[config.mk]
export PLATFORM = sky130hd
export DESIGN_NAME = fxr_round_unit
export DESIGN_NICKNAME = d
export VERILOG_FILES = /design/src/rtl/fxr_pkg.sv /design/src/rtl/fxr_frac_split.sv /design/src/rtl/fxr_inc_decide.sv /design/src/rtl/fxr_sat_inc.sv /design/src/rtl/fxr_round_unit.sv
export SDC_FILE = /design/constraint.sdc
export NUM_CORES = 1
export LEC_CHECK = 0
export BUFFER_PORTS_ARGS = -buffer_cell sky130_fd_sc_hd__buf_2
export CAP_MARGIN = 15
export CORE_AREA = 2 2 39 41
export DETAILED_ROUTE_END_ITERATION = 10
export DIE_AREA = 0 0 41 43
export GPL_ROUTABILITY_DRIVEN = 1
export PLACE_DENSITY = 0.59
export SETUP_SLACK_MARGIN = 0.3
export SYNTH_ARGS = -nofsm -noshare
export SYNTH_HDL_FRONTEND = slang
export SYNTH_SLANG_ARGS = --single-unit
[constraint.sdc]
create_clock -name clk -period 2.8 [get_ports clk]
set_input_delay 0.14 -clock clk [delete_from_list [all_inputs] [get_ports clk]]
set_output_delay 0.14 -clock clk [all_outputs]
set_load 0.005 [all_outputs]
[src/rtl/fxr_pkg.sv]
package fxr_pkg;

  typedef enum logic [1:0] {
    RND_TRUNC     = 2'b00,
    RND_HALF_UP   = 2'b01,
    RND_HALF_AWAY = 2'b10,
    RND_HALF_EVEN = 2'b11
  } rnd_mode_e;

  typedef struct packed {
    logic guard;   // first removed bit
    logic sticky;  // OR of every lower removed bit
  } rem_flags_t;

endpackage

[src/rtl/fxr_frac_split.sv]
module fxr_frac_split
  import fxr_pkg::*;
#(
  parameter int IN_W = 10,
  parameter int DROP = 3
) (
  input  logic [IN_W-1:0]      din,
  output logic [IN_W-DROP-1:0] kept,
  output rem_flags_t           flags
);

  assign kept        = din[IN_W-1:DROP];
  assign flags.guard = din[DROP-1];

  generate
    if (DROP == 1) begin : g_single
      assign flags.sticky = 1'b0;
    end else begin : g_multi
      assign flags.sticky = |din[DROP-2:0];
    end
  endgenerate

endmodule

[src/rtl/fxr_inc_decide.sv]
module fxr_inc_decide
  import fxr_pkg::*;
(
  input  rnd_mode_e  mode,
  input  logic       sign,
  input  logic       kept_lsb,
  input  rem_flags_t flags,
  output logic       inc
);

  logic tie;
  logic over_half;

  always_comb begin
    tie       = flags.guard & ~flags.sticky;
    over_half = flags.guard &  flags.sticky;
    unique case (mode)
      RND_TRUNC:     inc = 1'b0;
      RND_HALF_UP:   inc = flags.guard;
      RND_HALF_AWAY: inc = over_half | (tie & ~sign);
      RND_HALF_EVEN: inc = over_half | (tie & kept_lsb);
      default:       inc = 1'b0;
    endcase
  end

endmodule

[src/rtl/fxr_sat_inc.sv]
module fxr_sat_inc #(
  parameter int OUT_W = 7
) (
  input  logic [OUT_W-1:0] kept,
  input  logic             inc,
  output logic [OUT_W-1:0] res
);

  localparam logic [OUT_W-1:0] MAX_POS = {1'b0, {(OUT_W-1){1'b1}}};

  logic at_top;

  always_comb begin
    at_top = (kept == MAX_POS);
    if (inc && at_top) begin
      res = MAX_POS;
    end else begin
      res = kept + {{(OUT_W-1){1'b0}}, inc};
    end
  end

endmodule

[src/rtl/fxr_round_unit.sv]
module fxr_round_unit
  import fxr_pkg::*;
#(
  parameter int IN_W     = 10,
  parameter int IN_FRAC  = 3,
  parameter int OUT_FRAC = 0,
  localparam int DROP    = IN_FRAC - OUT_FRAC,
  localparam int OUT_W   = IN_W - DROP
) (
  input  logic             clk,
  input  logic             rst,
  input  logic             in_valid,
  input  logic [IN_W-1:0]  in_data,
  input  logic [1:0]       in_mode,
  output logic             out_valid,
  output logic [OUT_W-1:0] out_data
);

  logic [OUT_W-1:0] kept;
  rem_flags_t       flags;
  logic             inc;
  logic [OUT_W-1:0] rounded;

  fxr_frac_split #(.IN_W(IN_W), .DROP(DROP)) u_split (
    .din  (in_data),
    .kept (kept),
    .flags(flags)
  );

  fxr_inc_decide u_decide (
    .mode    (rnd_mode_e'(in_mode)),
    .sign    (in_data[IN_W-1]),
    .kept_lsb(kept[0]),
    .flags   (flags),
    .inc     (inc)
  );

  fxr_sat_inc #(.OUT_W(OUT_W)) u_sat (
    .kept(kept),
    .inc (inc),
    .res (rounded)
  );

  always_ff @(posedge clk) begin
    if (rst) begin
      out_valid <= 1'b0;
      out_data  <= '0;
    end else begin
      out_valid <= in_valid;
      if (in_valid) begin
        out_data <= rounded;
      end
    end
  end

endmodule

-- Word-level counts from Yosys, hierarchy flattened
Index checks and enable logic that the tools add are counted.
- ROM bits: 0
- latch bits: 0
- memories: 0
- logic and storage cells: 20
- memory bits (writable): 0
- register bits after elaboration: 8
- add/sub/neg operators: 1
- bitwise gates (word level): 8
- magnitude comparators: 0
- reductions and logical operators: 3
- shifts and indexed selects: 0
- multiplexer cells: 2
- $mul: 0
- equal/unequal tests: 4
- div/mod/pow operators: 0
- operators with widths (cell ; count):
    7-bit by 1-bit adder with 7-bit output ; 1
    7-bit by 6-bit == test with 1-bit output (second input constant) ; 1
    7-bit two-way mux ; 1
    1-bit AND ; 4
    2-bit == test (second input constant) ; 2
    1-bit case mux with 4 select lines ; 1
    2-bit by 1-bit == test with 1-bit output (second input constant) ; 1
    2-bit zero test ; 1
    1-bit NOT ; 2
    1-bit bitwise OR ; 2
    2-bit OR reduction ; 1
    1-bit logical AND ; 1

-- Depth between registers and ports, before layout
- depth in word-level cells: 8
- gate-level depth with buffers: 10

-- Modules after synthesis
A second synthesis with hierarchy kept.
- cells, all modules: 60
- area total of the unflattened synthesis: 524.3 um^2
- modules (own cells, without submodules) (module ; area each (um^2) ; times used ; cells an instance):
    fxr_round_unit ; 277.8 ; 1 ; 25
    fxr_sat_inc ; 155.1 ; 1 ; 22
    fxr_frac_split ; 66.3 ; 1 ; 9
    fxr_inc_decide ; 25.0 ; 1 ; 4

-- Least setup slack after synthesis
Ideal clock, no wire load.
- path type: input port to flip-flop
- start: input port in_data[9]
- end: register out_data[6]
- path buffers: 0
- library setup time: 66 ps
- data arrival time: 1610 ps
- cell stages on the path: 10
- setup slack: 1124 ps
- cell sequence: nor4b_1 -> nor2_1 -> nand2_1 -> nor2_1 -> ha_1 -> ha_1 -> inv_1 -> or3_1 -> a31o_1 -> a21oi_2
- longest elaborated chain between the ends: 6
- elaborated cells on any way between the ends: 8
- ends and longest elaborated chain (element ; RTL line ; RTL):
    start: declaration ; fxr_round_unit.sv:13 ; input logic [IN_W-1:0] in_data,
    1-bit NOT ; fxr_inc_decide.sv:20 ; RND_HALF_AWAY: inc = over_half | (tie & ~sign);
    1-bit AND ; fxr_inc_decide.sv:20 ;
    1-bit bitwise OR ; fxr_inc_decide.sv:20 ;
    1-bit case mux with 4 select lines ; fxr_inc_decide.sv:17 ; unique case (mode)
    7-bit by 1-bit adder with 7-bit output / 1-bit logical AND (equally long branches) ; fxr_sat_inc.sv:18, fxr_sat_inc.sv:15 ;
    7-bit two-way mux (*) ; fxr_sat_inc.sv:15 ; if (inc && at_top) begin
    end signal: assignment ; fxr_round_unit.sv:51 ; out_data <= rounded;
    end: declaration ; fxr_round_unit.sv:16 ; output logic [OUT_W-1:0] out_data
Mark *: on every way between the ends. The rest lies on a longest branch, timed or not.
A chain may end at the register's enable or synchronous reset.

-- Worst setup path in the final report
Ends and elaborated chain as after synthesis.

==> impl_metrics.tcl <==
set metrics [dict create \
    hold_viol 0 \
    holdPathEnd "out_data[5]" \
    reg2reg_depth 3 \
    gp_congestion 0.7287 \
    leakagePower_nw 0.2667 \
    first_iter_violations 2 \
    hpwl_um 768.7 \
    placed_area_um2 565.5 \
    hp-start "rst" \
    clk_pin_slew_ns 0.06 \
    die_area_um2 1763 \
    worst-path-max-fanout 4 \
    root_buffer "clkbuf_4" \
    vias 442 \
    fillCellCount 154 \
    rsz0062_at_grt "no" \
    dpl_worst_slack_ns 0.8625 \
    end_kind "register" \
    antenna_left 0 \
    antenna_found_initial 0 \
    synth-main-ff-cell "dfxtp_1" \
    slew_violations 0 \
    synth_common_cells "12 x nor2_1, 8 x dfxtp_1, 4 x nand2_1" \
    fin_ws_ns 1.148 \
    worstSetupPathType "input port to register" \
    io_pins 23 \
    yosysWarningCount 0 \
    power_density_nw_per_um2 455.0 \
    clock_skew_ns 0 \
    start_util 0.3183 \
    ys_seq_area_frac 0.3636 \
    cap_violations 0 \
    ff2ff_setup_slack_ns 2.04 \
    grt_max_degree 9 \
    die_height_um 43 \
    synth_area_um2 440.4 \
    fin_hold_ws_ns 0.1456 \
    cts_made_buffers 3 \
    postSynthCellCount 52 \
    diodes 0 \
    grt_pass1_vias 357 \
    fin_nets 95 \
    grt_pass1_wl_um 1386 \
    period_needed_ns 1.652 \
    routed_wl_um 909 \
    setup_violations 0 \
    power_uw 267.6 \
    ys_top_cells_by_area "dfxtp_1 36%, nor2_1 10%, ha_1 5.7%" \
    rr_startpoint "out_data[6]" \
    grt_usage 0.1166 \
    post_drt_wl_per_cell_um 9.880 \
    fin_crit_sh 0.5902 \
    hp-class "input port to register" \
    num_rows 14 \
    cts_resized 0 \
    layout-drive-gt1-share 0.3947 \
    holdBufCountCts 0 \
    coreArea_um2 1384 \
    required_ns 2.99 \
    worstMarginPinSlew_ns 0.2800 \
    ir_worst_vdd_v 0.0001994 \
    crit_path_start_kind "input port" \
    drc_errors 0 \
    r2r-end "out_data[6]" \
    first_pass_iters 2 \
    tritoncts "done" \
    via_per_inst 4.804 \
    ys_ff_latch 8 \
    yosysMostFrequentCell "nor2_1" \
    cts_sinks 8 \
    finalInstanceArea_um2 588.1 \
    fp.dieW_um 41 \
    areaGrowthSynthToFinish_pct 33.52 \
    port_buffers 22 \
    h-tree-depth 1 \
    clock_path_buffers 2 \
    cp.arrival_ns 1.84 \
    fmax_ghz 0.6052 \
    syn_nets 69 \
    grt-ovfl-total 0 \
    async_flop_share 0 \
    status "complete, no violations" \
    synth.distinct_cells 23 \
    cts_setup_buffers 0 \
    yosysTopAreaCell "dfxtp_1" \
    hold_path_depth 2 \
    relSlewSlack 0.8128 \
    syn_area_per_cell_um2 8.470 \
    synth_top_cell_area_share 0.3636 \
    synth_edf_count 0 \
    clk_latency_ns 0.25 \
    setup_tns_ns 0 \
]
-- sequential cells by signal (all words and copies together), names as in the netlist --
signal     count
out_data       7
out_valid      1
-- metrics by stage --
stage,utilization,instances
4_1_cts,0.4250,92
5_1_grt,0.4250,92
3_5_place_dp,0.4087,89
3_3_place_gp,0.4087,89
6_report,0.4250,92
2_1_floorplan,-,52
-- worst max path at each step --
stage | startpoint | endpoint | slack [ns] | depth (start not counted)
final | in_data[9] | out_data[6] | 1.15 | 11
after global routing | in_data[9] | out_data[6] | 0.98 | 11
after CTS | in_data[9] | out_data[6] | 1.13 | 11
after detailed placement | in_data[9] | out_data[6] | 0.86 | 11
after global placement | in_data[9] | out_data[6] | 0.90 | 11
after floorplan | in_data[9] | out_data[6] | 1.12 | 10
-- power by group --
part           internal, mW  switching (mW)  leakage (nW)
logic                0.0260          0.0274         0.186
registers             0.122         0.00322        0.0665
clock network        0.0491          0.0399        0.0138
total                 0.197          0.0705         0.267
-- worst max-delay path, cell delays in order --
cell and delay [ns]:
buf_2 0.12, nor4b_1 0.14, nor2_1 0.20, nand2_1 0.09
nor2_1 0.10, ha_1 0.17, ha_1 0.19, inv_1 0.06
or3_1 0.33, a31o_1 0.23, a21oi_2 0.09
-- layout by cell type (no fill, tap or decap), types with 2 or more instances in the layout --
master	n
buf_2	22
a211oi_1	3
nand2_1	4
nand3_1	2
inv_1	2
clkbuf_4	3
ha_1	2
o21a_1	2
xor2_1	2
nor2_1	12
xnor2_1	2
dfxtp_1	8
-- area by class of cell --
type,count,area (µm²),area share
multi-input combinational,41,267.8,0.4553
tap,16,20.02,0.03404
inverter,2,7.507,0.01277
sequential,8,160.2,0.2723
timing repair buffer,22,110.1,0.1872
clock buffer,3,22.52,0.03830
-- layer usage --
metal / global-route usage / up-vias / wire length, µm
li1: - / 235 / -
met1: 0.1548 / 187 / 441
met2: 0.1656 / 20 / 389
met3: 0.04712 / 0 / 79
met4: 0.04000 / 0 / 0
met5: 0 / - / 0
-- logic make-up after synthesis --
family          synth area share
simple gates              0.2585
compound gates            0.2130
flops                     0.3636
xor+xnor                 0.07956
buf+inv                  0.02840
fa+ha+maj                0.05681
Power figures use the tool's default switching activity.
